[src/rtl/pgm_bridge_pkg.sv]
package pgm_bridge_pkg;
    localparam int PROG_W   = 24;
    localparam int DATA_W   = 16;
    localparam int TPAG_W   = 8;
    localparam int WPAG_W   = 10;
    localparam int BYTE_W   = 8;
    localparam int MA_W     = PROG_W - 1;
    localparam int NLANE    = PROG_W / BYTE_W;
    localparam int WPG_EN   = WPAG_W - 1;
    localparam int WPG_HI   = WPAG_W - 2;
    localparam int WOFF_W   = DATA_W - 2;

    typedef enum logic [1:0] {
        SRC_NONE  = 2'd0,
        SRC_FETCH = 2'd1,
        SRC_TBL   = 2'd2,
        SRC_WIN   = 2'd3
    } src_e;

    typedef enum logic [2:0] {
        LANE_FULL,
        LANE_W0,
        LANE_B0,
        LANE_B1,
        LANE_B2
    } lane_e;

    function automatic logic [PROG_W-1:0] lane_pick(lane_e lane, logic [PROG_W-1:0] w);
        logic [PROG_W-1:0] r;
        r = '0;
        case (lane)
            LANE_FULL: r = w;
            LANE_W0:   r[DATA_W-1:0] = w[DATA_W-1:0];
            LANE_B0:   r[BYTE_W-1:0] = w[BYTE_W-1:0];
            LANE_B1:   r[BYTE_W-1:0] = w[2*BYTE_W-1:BYTE_W];
            default:   r[BYTE_W-1:0] = w[3*BYTE_W-1:2*BYTE_W];
        endcase
        return r;
    endfunction
endpackage

[src/rtl/pgm_page_regs.sv]
module pgm_page_regs
    import pgm_bridge_pkg::*;
(
    input  logic              clk,
    input  logic              rst_n,
    input  logic              tpage_we,
    input  logic [TPAG_W-1:0] tpage_wdata,
    input  logic              wpage_we,
    input  logic [WPAG_W-1:0] wpage_wdata,
    output logic [TPAG_W-1:0] tpage,
    output logic [WPAG_W-1:0] wpage
);
    typedef struct packed {
        logic [TPAG_W-1:0] tp;
        logic [WPAG_W-1:0] wp;
    } pg_t;

    pg_t pg_d, pg_q;

    always_comb begin
        pg_d = pg_q;
        if (tpage_we) pg_d.tp = tpage_wdata;
        if (wpage_we) pg_d.wp = wpage_wdata;
    end

    always_ff @(posedge clk or negedge rst_n) begin
        if (!rst_n) pg_q <= '0;
        else        pg_q <= pg_d;
    end

    assign tpage = pg_q.tp;
    assign wpage = pg_q.wp;

    AST_PAGE_HOLD: assert property (@(posedge clk) disable iff (!rst_n)
        (!$past(tpage_we) && !$past(wpage_we)) |-> ($stable(tpage) && $stable(wpage)));
endmodule

[src/rtl/pgm_addr_gen.sv]
module pgm_addr_gen
    import pgm_bridge_pkg::*;
(
    input  logic [TPAG_W-1:0] tpage,
    input  logic [WPAG_W-1:0] wpage,
    input  logic [MA_W-2:0]   fetch_pc,
    input  logic              tbl_byte,
    input  logic              tbl_hi,
    input  logic [DATA_W-1:0] tbl_ea,
    input  logic [DATA_W-1:0] tbl_wdata,
    input  logic [DATA_W-1:1] win_ea,
    output logic [MA_W-1:0]   fetch_wa,
    output logic [MA_W-1:0]   tbl_wa,
    output lane_e             tbl_lane,
    output logic [NLANE-1:0]  tbl_be,
    output logic [PROG_W-1:0] tbl_wd,
    output logic              win_hit,
    output logic [MA_W-1:0]   win_wa,
    output lane_e             win_lane
);
    logic [BYTE_W-1:0] wbyte;

    always_comb begin
        wbyte    = tbl_wdata[BYTE_W-1:0];
        fetch_wa = {1'b0, fetch_pc};
        tbl_wa   = {tpage, tbl_ea[DATA_W-1:1]};
        if (tbl_hi) begin
            tbl_lane = LANE_B2;
            tbl_be   = 3'b100;
            tbl_wd   = {wbyte, {DATA_W{1'b0}}};
        end else if (tbl_byte) begin
            tbl_lane = tbl_ea[0] ? LANE_B1 : LANE_B0;
            tbl_be   = tbl_ea[0] ? 3'b010 : 3'b001;
            tbl_wd   = {NLANE{wbyte}};
        end else begin
            tbl_lane = LANE_W0;
            tbl_be   = 3'b011;
            tbl_wd   = {{(PROG_W-DATA_W){1'b0}}, tbl_wdata};
        end
        win_hit  = wpage[WPG_EN] & win_ea[DATA_W-1];
        win_wa   = {1'b0, wpage[TPAG_W-1:0], win_ea[DATA_W-2:1]};
        win_lane = wpage[WPG_HI] ? LANE_B2 : LANE_W0;
    end
endmodule

[src/rtl/pgm_arb.sv]
module pgm_arb (
    input  logic clk,
    input  logic rst_n,
    input  logic fetch_req,
    input  logic tbl_req,
    input  logic win_rd,
    output logic gnt_fetch,
    output logic gnt_tbl,
    output logic gnt_win,
    output logic tbl_stall,
    output logic win_stall
);
    always_comb begin
        gnt_fetch = fetch_req;
        gnt_tbl   = tbl_req & ~fetch_req;
        gnt_win   = win_rd & ~fetch_req & ~tbl_req;
        tbl_stall = tbl_req & ~gnt_tbl;
        win_stall = win_rd & ~gnt_win;
    end

    AST_ONE_GRANT: assert property (@(posedge clk) disable iff (!rst_n)
        $onehot0({gnt_fetch, gnt_tbl, gnt_win}));
    AST_STALL_HAS_CAUSE: assert property (@(posedge clk) disable iff (!rst_n)
        (tbl_stall || win_stall) |-> (fetch_req || tbl_req));
endmodule

[src/rtl/pgm_bridge.sv]
module pgm_bridge
    import pgm_bridge_pkg::*;
(
    input  logic              clk,
    input  logic              rst_n,
    input  logic              tpage_we,
    input  logic [7:0]        tpage_wdata,
    input  logic              wpage_we,
    input  logic [9:0]        wpage_wdata,
    input  logic              fetch_req,
    input  logic [22:1]       fetch_pc,
    input  logic              tbl_req,
    input  logic              tbl_we,
    input  logic              tbl_byte,
    input  logic              tbl_hi,
    input  logic [15:0]       tbl_ea,
    input  logic [15:0]       tbl_wdata,
    output logic              tbl_stall,
    input  logic              win_req,
    input  logic              win_we,
    input  logic [15:1]       win_ea,
    output logic              win_stall,
    output logic              win_err,
    output logic              mem_en,
    output logic              mem_we,
    output logic [22:0]       mem_addr,
    output logic [2:0]        mem_be,
    output logic [23:0]       mem_wdata,
    input  logic [23:0]       mem_rdata,
    output logic              rsp_valid,
    output logic [1:0]        rsp_src,
    output logic [23:0]       rsp_data
);
    typedef struct packed {
        logic  vld;
        src_e  src;
        lane_e lane;
        logic  err;
    } st_t;

    st_t st_d, st_q;

    logic [TPAG_W-1:0] tpage;
    logic [WPAG_W-1:0] wpage;
    logic [MA_W-1:0]   fetch_wa, tbl_wa, win_wa;
    lane_e             tbl_lane, win_lane;
    logic [NLANE-1:0]  tbl_be;
    logic [PROG_W-1:0] tbl_wd;
    logic              win_hit, win_rd;
    logic              gnt_fetch, gnt_tbl, gnt_win;

    pgm_page_regs u_pages (
        .clk(clk), .rst_n(rst_n),
        .tpage_we(tpage_we), .tpage_wdata(tpage_wdata),
        .wpage_we(wpage_we), .wpage_wdata(wpage_wdata),
        .tpage(tpage), .wpage(wpage)
    );

    pgm_addr_gen u_addr (
        .tpage(tpage), .wpage(wpage), .fetch_pc(fetch_pc),
        .tbl_byte(tbl_byte), .tbl_hi(tbl_hi), .tbl_ea(tbl_ea), .tbl_wdata(tbl_wdata),
        .win_ea(win_ea),
        .fetch_wa(fetch_wa), .tbl_wa(tbl_wa), .tbl_lane(tbl_lane), .tbl_be(tbl_be),
        .tbl_wd(tbl_wd), .win_hit(win_hit), .win_wa(win_wa), .win_lane(win_lane)
    );

    assign win_rd = win_req & ~win_we & win_hit;

    pgm_arb u_arb (
        .clk(clk), .rst_n(rst_n),
        .fetch_req(fetch_req), .tbl_req(tbl_req), .win_rd(win_rd),
        .gnt_fetch(gnt_fetch), .gnt_tbl(gnt_tbl), .gnt_win(gnt_win),
        .tbl_stall(tbl_stall), .win_stall(win_stall)
    );

    always_comb begin
        st_d      = st_q;
        mem_en    = gnt_fetch | gnt_tbl | gnt_win;
        mem_we    = gnt_tbl & tbl_we;
        mem_addr  = '0;
        mem_be    = '0;
        mem_wdata = '0;
        st_d.src  = SRC_NONE;
        st_d.lane = LANE_FULL;
        if (gnt_fetch) begin
            mem_addr  = fetch_wa;
            mem_be    = '1;
            st_d.src  = SRC_FETCH;
            st_d.lane = LANE_FULL;
        end else if (gnt_tbl) begin
            mem_addr  = tbl_wa;
            mem_be    = tbl_be;
            mem_wdata = tbl_wd;
            st_d.src  = SRC_TBL;
            st_d.lane = tbl_lane;
        end else if (gnt_win) begin
            mem_addr  = win_wa;
            mem_be    = '1;
            st_d.src  = SRC_WIN;
            st_d.lane = win_lane;
        end
        st_d.vld = mem_en & ~mem_we;
        st_d.err = win_req & win_we & win_hit;
    end

    always_ff @(posedge clk or negedge rst_n) begin
        if (!rst_n) st_q <= '{vld: 1'b0, src: SRC_NONE, lane: LANE_FULL, err: 1'b0};
        else        st_q <= st_d;
    end

    assign rsp_valid = st_q.vld;
    assign rsp_src   = st_q.vld ? st_q.src : SRC_NONE;
    assign rsp_data  = st_q.vld ? lane_pick(st_q.lane, mem_rdata) : '0;
    assign win_err   = st_q.err;

    AST_RSP_FOLLOWS_READ: assert property (@(posedge clk) disable iff (!rst_n)
        (mem_en && !mem_we) |=> rsp_valid);
    AST_RSP_HAS_READ: assert property (@(posedge clk) disable iff (!rst_n)
        rsp_valid |-> $past(mem_en && !mem_we));
    AST_FETCH_FIRST: assert property (@(posedge clk) disable iff (!rst_n)
        fetch_req |-> (mem_en && !mem_we && !mem_addr[MA_W-1]));
    AST_WIN_USER_ONLY: assert property (@(posedge clk) disable iff (!rst_n)
        (win_req && !win_we && win_hit && !win_stall) |-> !mem_addr[MA_W-1]);
    AST_WIN_ERR_CAUSE: assert property (@(posedge clk) disable iff (!rst_n)
        win_err |-> $past(win_req && win_we));
    AST_WIN_NO_WRITE: assert property (@(posedge clk) disable iff (!rst_n)
        (win_req && win_we && !tbl_req) |-> !mem_we);
endmodule

[config.mk]
export PLATFORM = sky130hd
export DESIGN_NAME = pgm_bridge
export DESIGN_NICKNAME = d
export VERILOG_FILES = /design/src/rtl/pgm_bridge_pkg.sv /design/src/rtl/pgm_page_regs.sv /design/src/rtl/pgm_addr_gen.sv /design/src/rtl/pgm_arb.sv /design/src/rtl/pgm_bridge.sv
export SDC_FILE = /design/constraint.sdc
export NUM_CORES = 1
export LEC_CHECK = 0
export ABC_CLOCK_PERIOD_IN_PS = 1960
export CAP_MARGIN = 25
export CORE_MARGIN = 4
export CORE_UTILIZATION = 32
export DETAILED_ROUTE_END_ITERATION = 8
export GPL_TIMING_DRIVEN = 1
export MAX_ROUTING_LAYER = met4
export PLACE_DENSITY = 0.94
export SETUP_SLACK_MARGIN = 0.05
export SYNTH_ARGS = -nofsm -noshare
export SYNTH_HDL_FRONTEND = slang
export SYNTH_SLANG_ARGS = --single-unit
[constraint.sdc]
create_clock -name clk -period 1.96 [get_ports clk]
set_input_delay 0.392 -clock clk [delete_from_list [all_inputs] [get_ports clk]]
set_output_delay 0.392 -clock clk [all_outputs]
set_load 0.02 [all_outputs]
**Yosys cells after proc, flatten, opt, wreduce, memory -nomap -nowiden**

Cells that the tools add are included.

- Register bits: 25
- Output and inout port bits: 82
- Logic and storage cells: 57

- Eq/ne operators: 3
- Muxes and demuxes: 25
- Bitwise gates (word level): 20
- Reduce and logical (&&, ||, !) cells: 3

Operators by type and width:

| kind | count |
|---|---|
| 24-bit two-way mux | 5 |
| 23-bit two-way mux | 2 |
| 3-bit two-way mux | 8 |
| 22-bit two-way mux | 1 |
| 8-bit two-way mux | 2 |
| 8-bit one-hot mux with 2 select lines | 1 |
| 5-bit two-way mux | 3 |
| 1-bit AND | 12 |
| 3-bit by 2-bit == test with 1-bit output, second input constant | 2 |
| 1-bit NOT | 6 |
| 2-bit two-way mux | 2 |
| 3-bit by 1-bit == test with 1-bit output, second input constant | 1 |
| 3-bit zero test | 1 |
| 3-bit OR reduction | 1 |
| 1-bit OR | 2 |
| 2-bit OR reduction | 1 |
| 1-bit two-way mux | 1 |

**Depth between registers and ports, before layout**

- Depth after elaboration: 8
- Mapped depth: 5
- Depth with buffers taken out: 3

**Modules after synthesis**

A second synthesis with hierarchy kept.

- Cells, all modules: 379
- Area total of the unflattened synthesis: 3164.3 sq um

By module, submodules not included:

| module | times used | cells an instance | area each (sq um) |
|---|---|---|---|
| pgm_bridge | 1 | 219 | 1537.7 |
| pgm_addr_gen | 1 | 117 | 844.6 |
| pgm_page_regs | 1 | 38 | 743.2 |
| pgm_arb | 1 | 5 | 38.8 |

**Least setup slack after synthesis**

Ideal clock, no wire load.

- Path kind: input to output
- Start: in win_we
- End: out mem_addr[10]
- Arrival: 1.395 ns
- Slack: 0.173 ns
- Stages on the path: 4
- Cell sequence: and4b_1 -> nand2_1 -> clkbuf_1 -> o21ai_0

- Longest elaborated chain between the ends: 8

RTL lines:

| item | RTL line | source |
|---|---|---|
| start, declared | pgm_bridge.sv:20 | `input logic win_we,` |
| 1-bit NOT | pgm_bridge.sv:67 | `assign win_rd = win_req & ~win_we & win_hit;` |
| 1-bit AND (2 in series) | pgm_bridge.sv:67 |  |
| 1-bit AND (2 in series) | pgm_arb.sv:16 | `gnt_win = win_rd & ~fetch_req & ~tbl_req;` |
| 22-bit two-way mux | pgm_bridge.sv:96 | `end else if (gnt_win) begin` |
| 23-bit two-way mux | pgm_bridge.sv:90 | `end else if (gnt_tbl) begin` |
| 23-bit two-way mux | pgm_bridge.sv:85 | `if (gnt_fetch) begin` |
| end, declared | pgm_bridge.sv:26 | `output logic [22:0] mem_addr,` |

Every way passes these cells.

**Worst setup path after layout**

- Start: reg st_q[2] in the netlist's numbering
- End: out rsp_data[20]

- Longest elaborated chain between the ends: 3

RTL lines:

| item | RTL line | source |
|---|---|---|
| start, declared | pgm_bridge.sv:41 | `st_t st_d, st_q;` |
| start signal, assigned | pgm_bridge.sv:107 | `if (!rst_n) st_q <= '{vld: 1'b0, src: SRC_NONE, lane: LANE_FULL, err: 1'b0};` |
| start signal, assigned | pgm_bridge.sv:108 | `else st_q <= st_d;` |
| 3-bit zero test | pgm_bridge_pkg.sv:31 | `case (lane)` |
| 8-bit two-way mux | pgm_bridge_pkg.sv:31 |  |
| 24-bit two-way mux | pgm_bridge.sv:113 | `assign rsp_data = st_q.vld ? lane_pick(st_q.lane, mem_rdata) : '0;` |
| end, declared | pgm_bridge.sv:32 | `output logic [23:0] rsp_data` |

Every way passes these cells.

==> summary.txt <==
STA
  • Hold Violations, Final: 0
  • Final Skew: around 0.44 ps
  • Final setup fails: 0
  • Worst-Margin Slew: 355 ps
  • Min Hold Slack: 464 ps
  • Fin crit period: between 1500 and 2000 ps
  • Setup TNS: 0 ps
  • Worst rel slew slack: ~76%
  • RSZ-0062 raised after global routing: yes
  • Final WS setup: 42.1 ps
  • Max Clk Rate: 0.521 GHz
  • Tcrit/Tclk final: 97.9%
  • Max Slew Vio Count: 0

Clock tree
  • Clk sink count: 25
  • Clock latency on the worst-skew pair: approximately 270 ps
  • H-tree depth: 1
  • CTS max path bufs: 2
  • CTS tree: yes
  • TritonCTS Buffers: 3
  • Hold Buf Count CTS: 0
  • CTS Root Cell: clkbuf_8
  • Reg clk slew, reported paths: 100 ps

Pwr
  • Peak supply drop: 0.487 mV
  • P_sw: 628 µW
  • Gate power share: 50.7%
  • Overall power: 1.86 mW
  • Sequential fraction of design power: 31.5%
  • Power Density: 426 nW/µm²
  • Int Pwr: ~1.2 mW
  • Clk pwr share: 17.9%
  • Leak: 2.10 nW
  • Switch share: 33.8%

Logic synthesis
  • Unique masters post-synth: 30
  • Yosys warns: 0
  • Mapped Nets: 354
  • Netlist Area Pre-Place: 1980 µm²
  • Syn_area_per_cell: 8.52 µm²
  • Seq/Total Area, Yosys: 31.6%
  • Synth Instances: 232
  • Synthesized flop and latch total: 25

Hold path
  • Worst Hold Class: in -> async

Place
  • Post-place setup slack: -705 ps
  • Final GP Congestion: between 0.8 and 0.9
  • DP HPWL: 7.66 mm
  • DP Area: ~4200 µm²
  • Dpl cells: 523
  • IO Port Bufs: roughly 200

Cells and area
  • Layout Cells excl Fill: 532
  • Ant diodes: 0
  • Share of cells above drive strength 1: 36.5%
  • Layout filler cell count: 460
  • Final Instance Area: 4360 µm²
  • Nets: 580
  • Finished Core Util: 73.2%
  • Area Overhead vs Synth: 121%

GRT
  • Initial antenna violation count: 0
  • Total grt overflow: 0
  • First-pass GRT wire length: 14.1 mm
  • Largest net degree at the start of global routing: 26
  • Number of global-route vias before repair: between 2,000 and 3,000
  • Total track usage: ~24%

Route
  • Routed WL: 9.68 mm
  • DR DRC count: 0
  • Pre-antenna DRT Iters: 4
  • Wire per inst: 18.2 µm
  • DR vias: 2,685
  • Post-route antenna net violation count: 0
  • DR vias/cell: 5.05
  • DRT iter0 DRCs: 109

Setup path
  • CP Launch Type: register
  • Worst EP arrival: 1530 ps
  • CP Max Fanout: 8
  • Req. time, crit path: 1570 ps
  • CP Capture Type: output pin
  • Crit Path Category: reg -> out

Run
  • Max Cap Violations: 0

Floorplan
  • Core ar.: 5960 µm²
  • Die area: 7500 µm²
  • Die height: 86.6 µm
  • Row Count: 28
  • Die X: 86.6 µm
  • Initial core utilization: about a third
  • IO Count: 204

Status
  • Outcome: finished clean
[final timing paths]
check                                  from               end  slack (ps)  depth (start not counted)
min reg2reg                u_pages.wpage[8]           st_q[1]         490                          1
max reg2reg                u_pages.wpage[9]           st_q[4]         710                          4
max in group asynchronous             rst_n           st_q[2]        1220                          2
min                                   rst_n  u_pages.wpage[2]         460                          2
min in group clk           u_pages.wpage[8]           st_q[1]         490                          1
max                                 st_q[2]      rsp_data[20]          40                          5
[placed cells by master (no fill, tap or decap), types with 2 or more instances in the layout]
cell,instances
a21oi_1,9
a22oi_1,19
a22oi_2,3
and2_1,37
buf_2,22
buf_4,46
buf_6,12
buf_8,4
clkbuf_2,5
clkbuf_8,3
clkdlybuf4s15_1,2
clkdlybuf4s15_2,17
clkdlybuf4s50_1,116
dfrtp_1,24
dlygate4sd2_1,9
inv_1,25
mux2_2,18
mux2i_1,16
nand2_4,2
nand2b_4,2
nor2_1,13
nor2_2,2
o21ai_0,8
o21ai_1,3
o21ai_2,18
[synthesized netlist by cell type]
cell type,count,area (µm²)
or3_1,1,6.26
buf_2,7,35.0
nand2_2,1,6.26
a21o_1,1,7.51
o21ai_1,1,5.00
o21ai_0,29,145
a21oi_1,10,50.1
a22oi_1,22,165
clkbuf_2,1,5.00
o22ai_1,1,6.26
clkbuf_1,2,7.51
nor2_1,15,56.3
and4_1,1,8.76
nor3b_4,1,18.8
buf_6,4,45.0
and4b_1,1,10.0
a211oi_1,1,7.51
nand2_1,1,3.75
a22o_1,1,8.76
and2_1,38,238
dfrtp_1,25,626
mux2_2,18,203
nand2b_1,2,12.5
and2b_1,1,7.51
mux2i_1,16,160
or2b_1,1,7.51
nor3_1,2,10.0
nand4b_1,1,8.76
nor2b_2,1,8.76
inv_1,26,97.6
[what timing repair did]
action / CTS / global route
endpoints found under the setup margin: 80 / 73
resized for setup: 361 / 69
setup buffers: 2 / 1
pin swaps: 4 / 3
cloned: 2 / 0
endpoints found under the hold margin: 0 / 0
[routing by layer]
| metal | GRT usage (%) | up-vias | share of wire, % |
|---|---|---|---|
| li1 | - | 1253 | - |
| met1 | 25.9 | 1284 | 37 |
| met2 | 45.3 | 132 | 54 |
| met3 | 5.04 | 16 | 7.1 |
| met4 | 6.37 | 0 | 1.8 |
| met5 | - | - | 0 |
[sequential cells by signal, indices dropped and copies added, names as in the netlist]
register       count
rsp_valid          1
st_q               5
u_pages.tpage      8
u_pages.wpage     10
win_err            1
[power groups by stage]
stage,sequential [mW],clock [mW],combinational [mW]
final,0.585,0.332,0.942
after global routing,0.591,0.365,1.00
after CTS,0.585,0.340,0.884
after detailed placement,0.594,0,0.917
after global placement,0.591,0,0.893
after floorplan,0.590,0,0.359
[final cells by class]
type | count | area, µm² | share of cell area (%)
clock buffer | 3 | 41.3 | 0.947
clock inverter | 1 | 8.76 | 0.201
inverter | 26 | 97.6 | 2.24
multi-input combinational | 167 | 1310 | 30.1
sequential | 25 | 627 | 14.4
tap | 75 | 93.8 | 2.15
timing repair buffer | 235 | 2180 | 50.0
[cells by family (layout without fill, tap and decap cells)]
| group | Yosys count | in the layout | share of synthesized area (%) |
|---|---|---|---|
| buffers and inverters | 40 | 265 | 9.62 |
| and+or+nand+nor | 67 | 67 | 20.4 |
| AOI/OAI and AO/OA | 66 | 66 | 20.0 |
| muxes | 34 | 34 | 18.4 |
| DFF | 25 | 25 | 31.6 |
[worst max-delay path: stages (launching register included)]
cell     delay [ps]
dfrtp_2         450
nor3b_4         200
and2b_2         250
buf_6           110
and2_4          130
buf_6           110
Power figures use the tool's default switching activity.
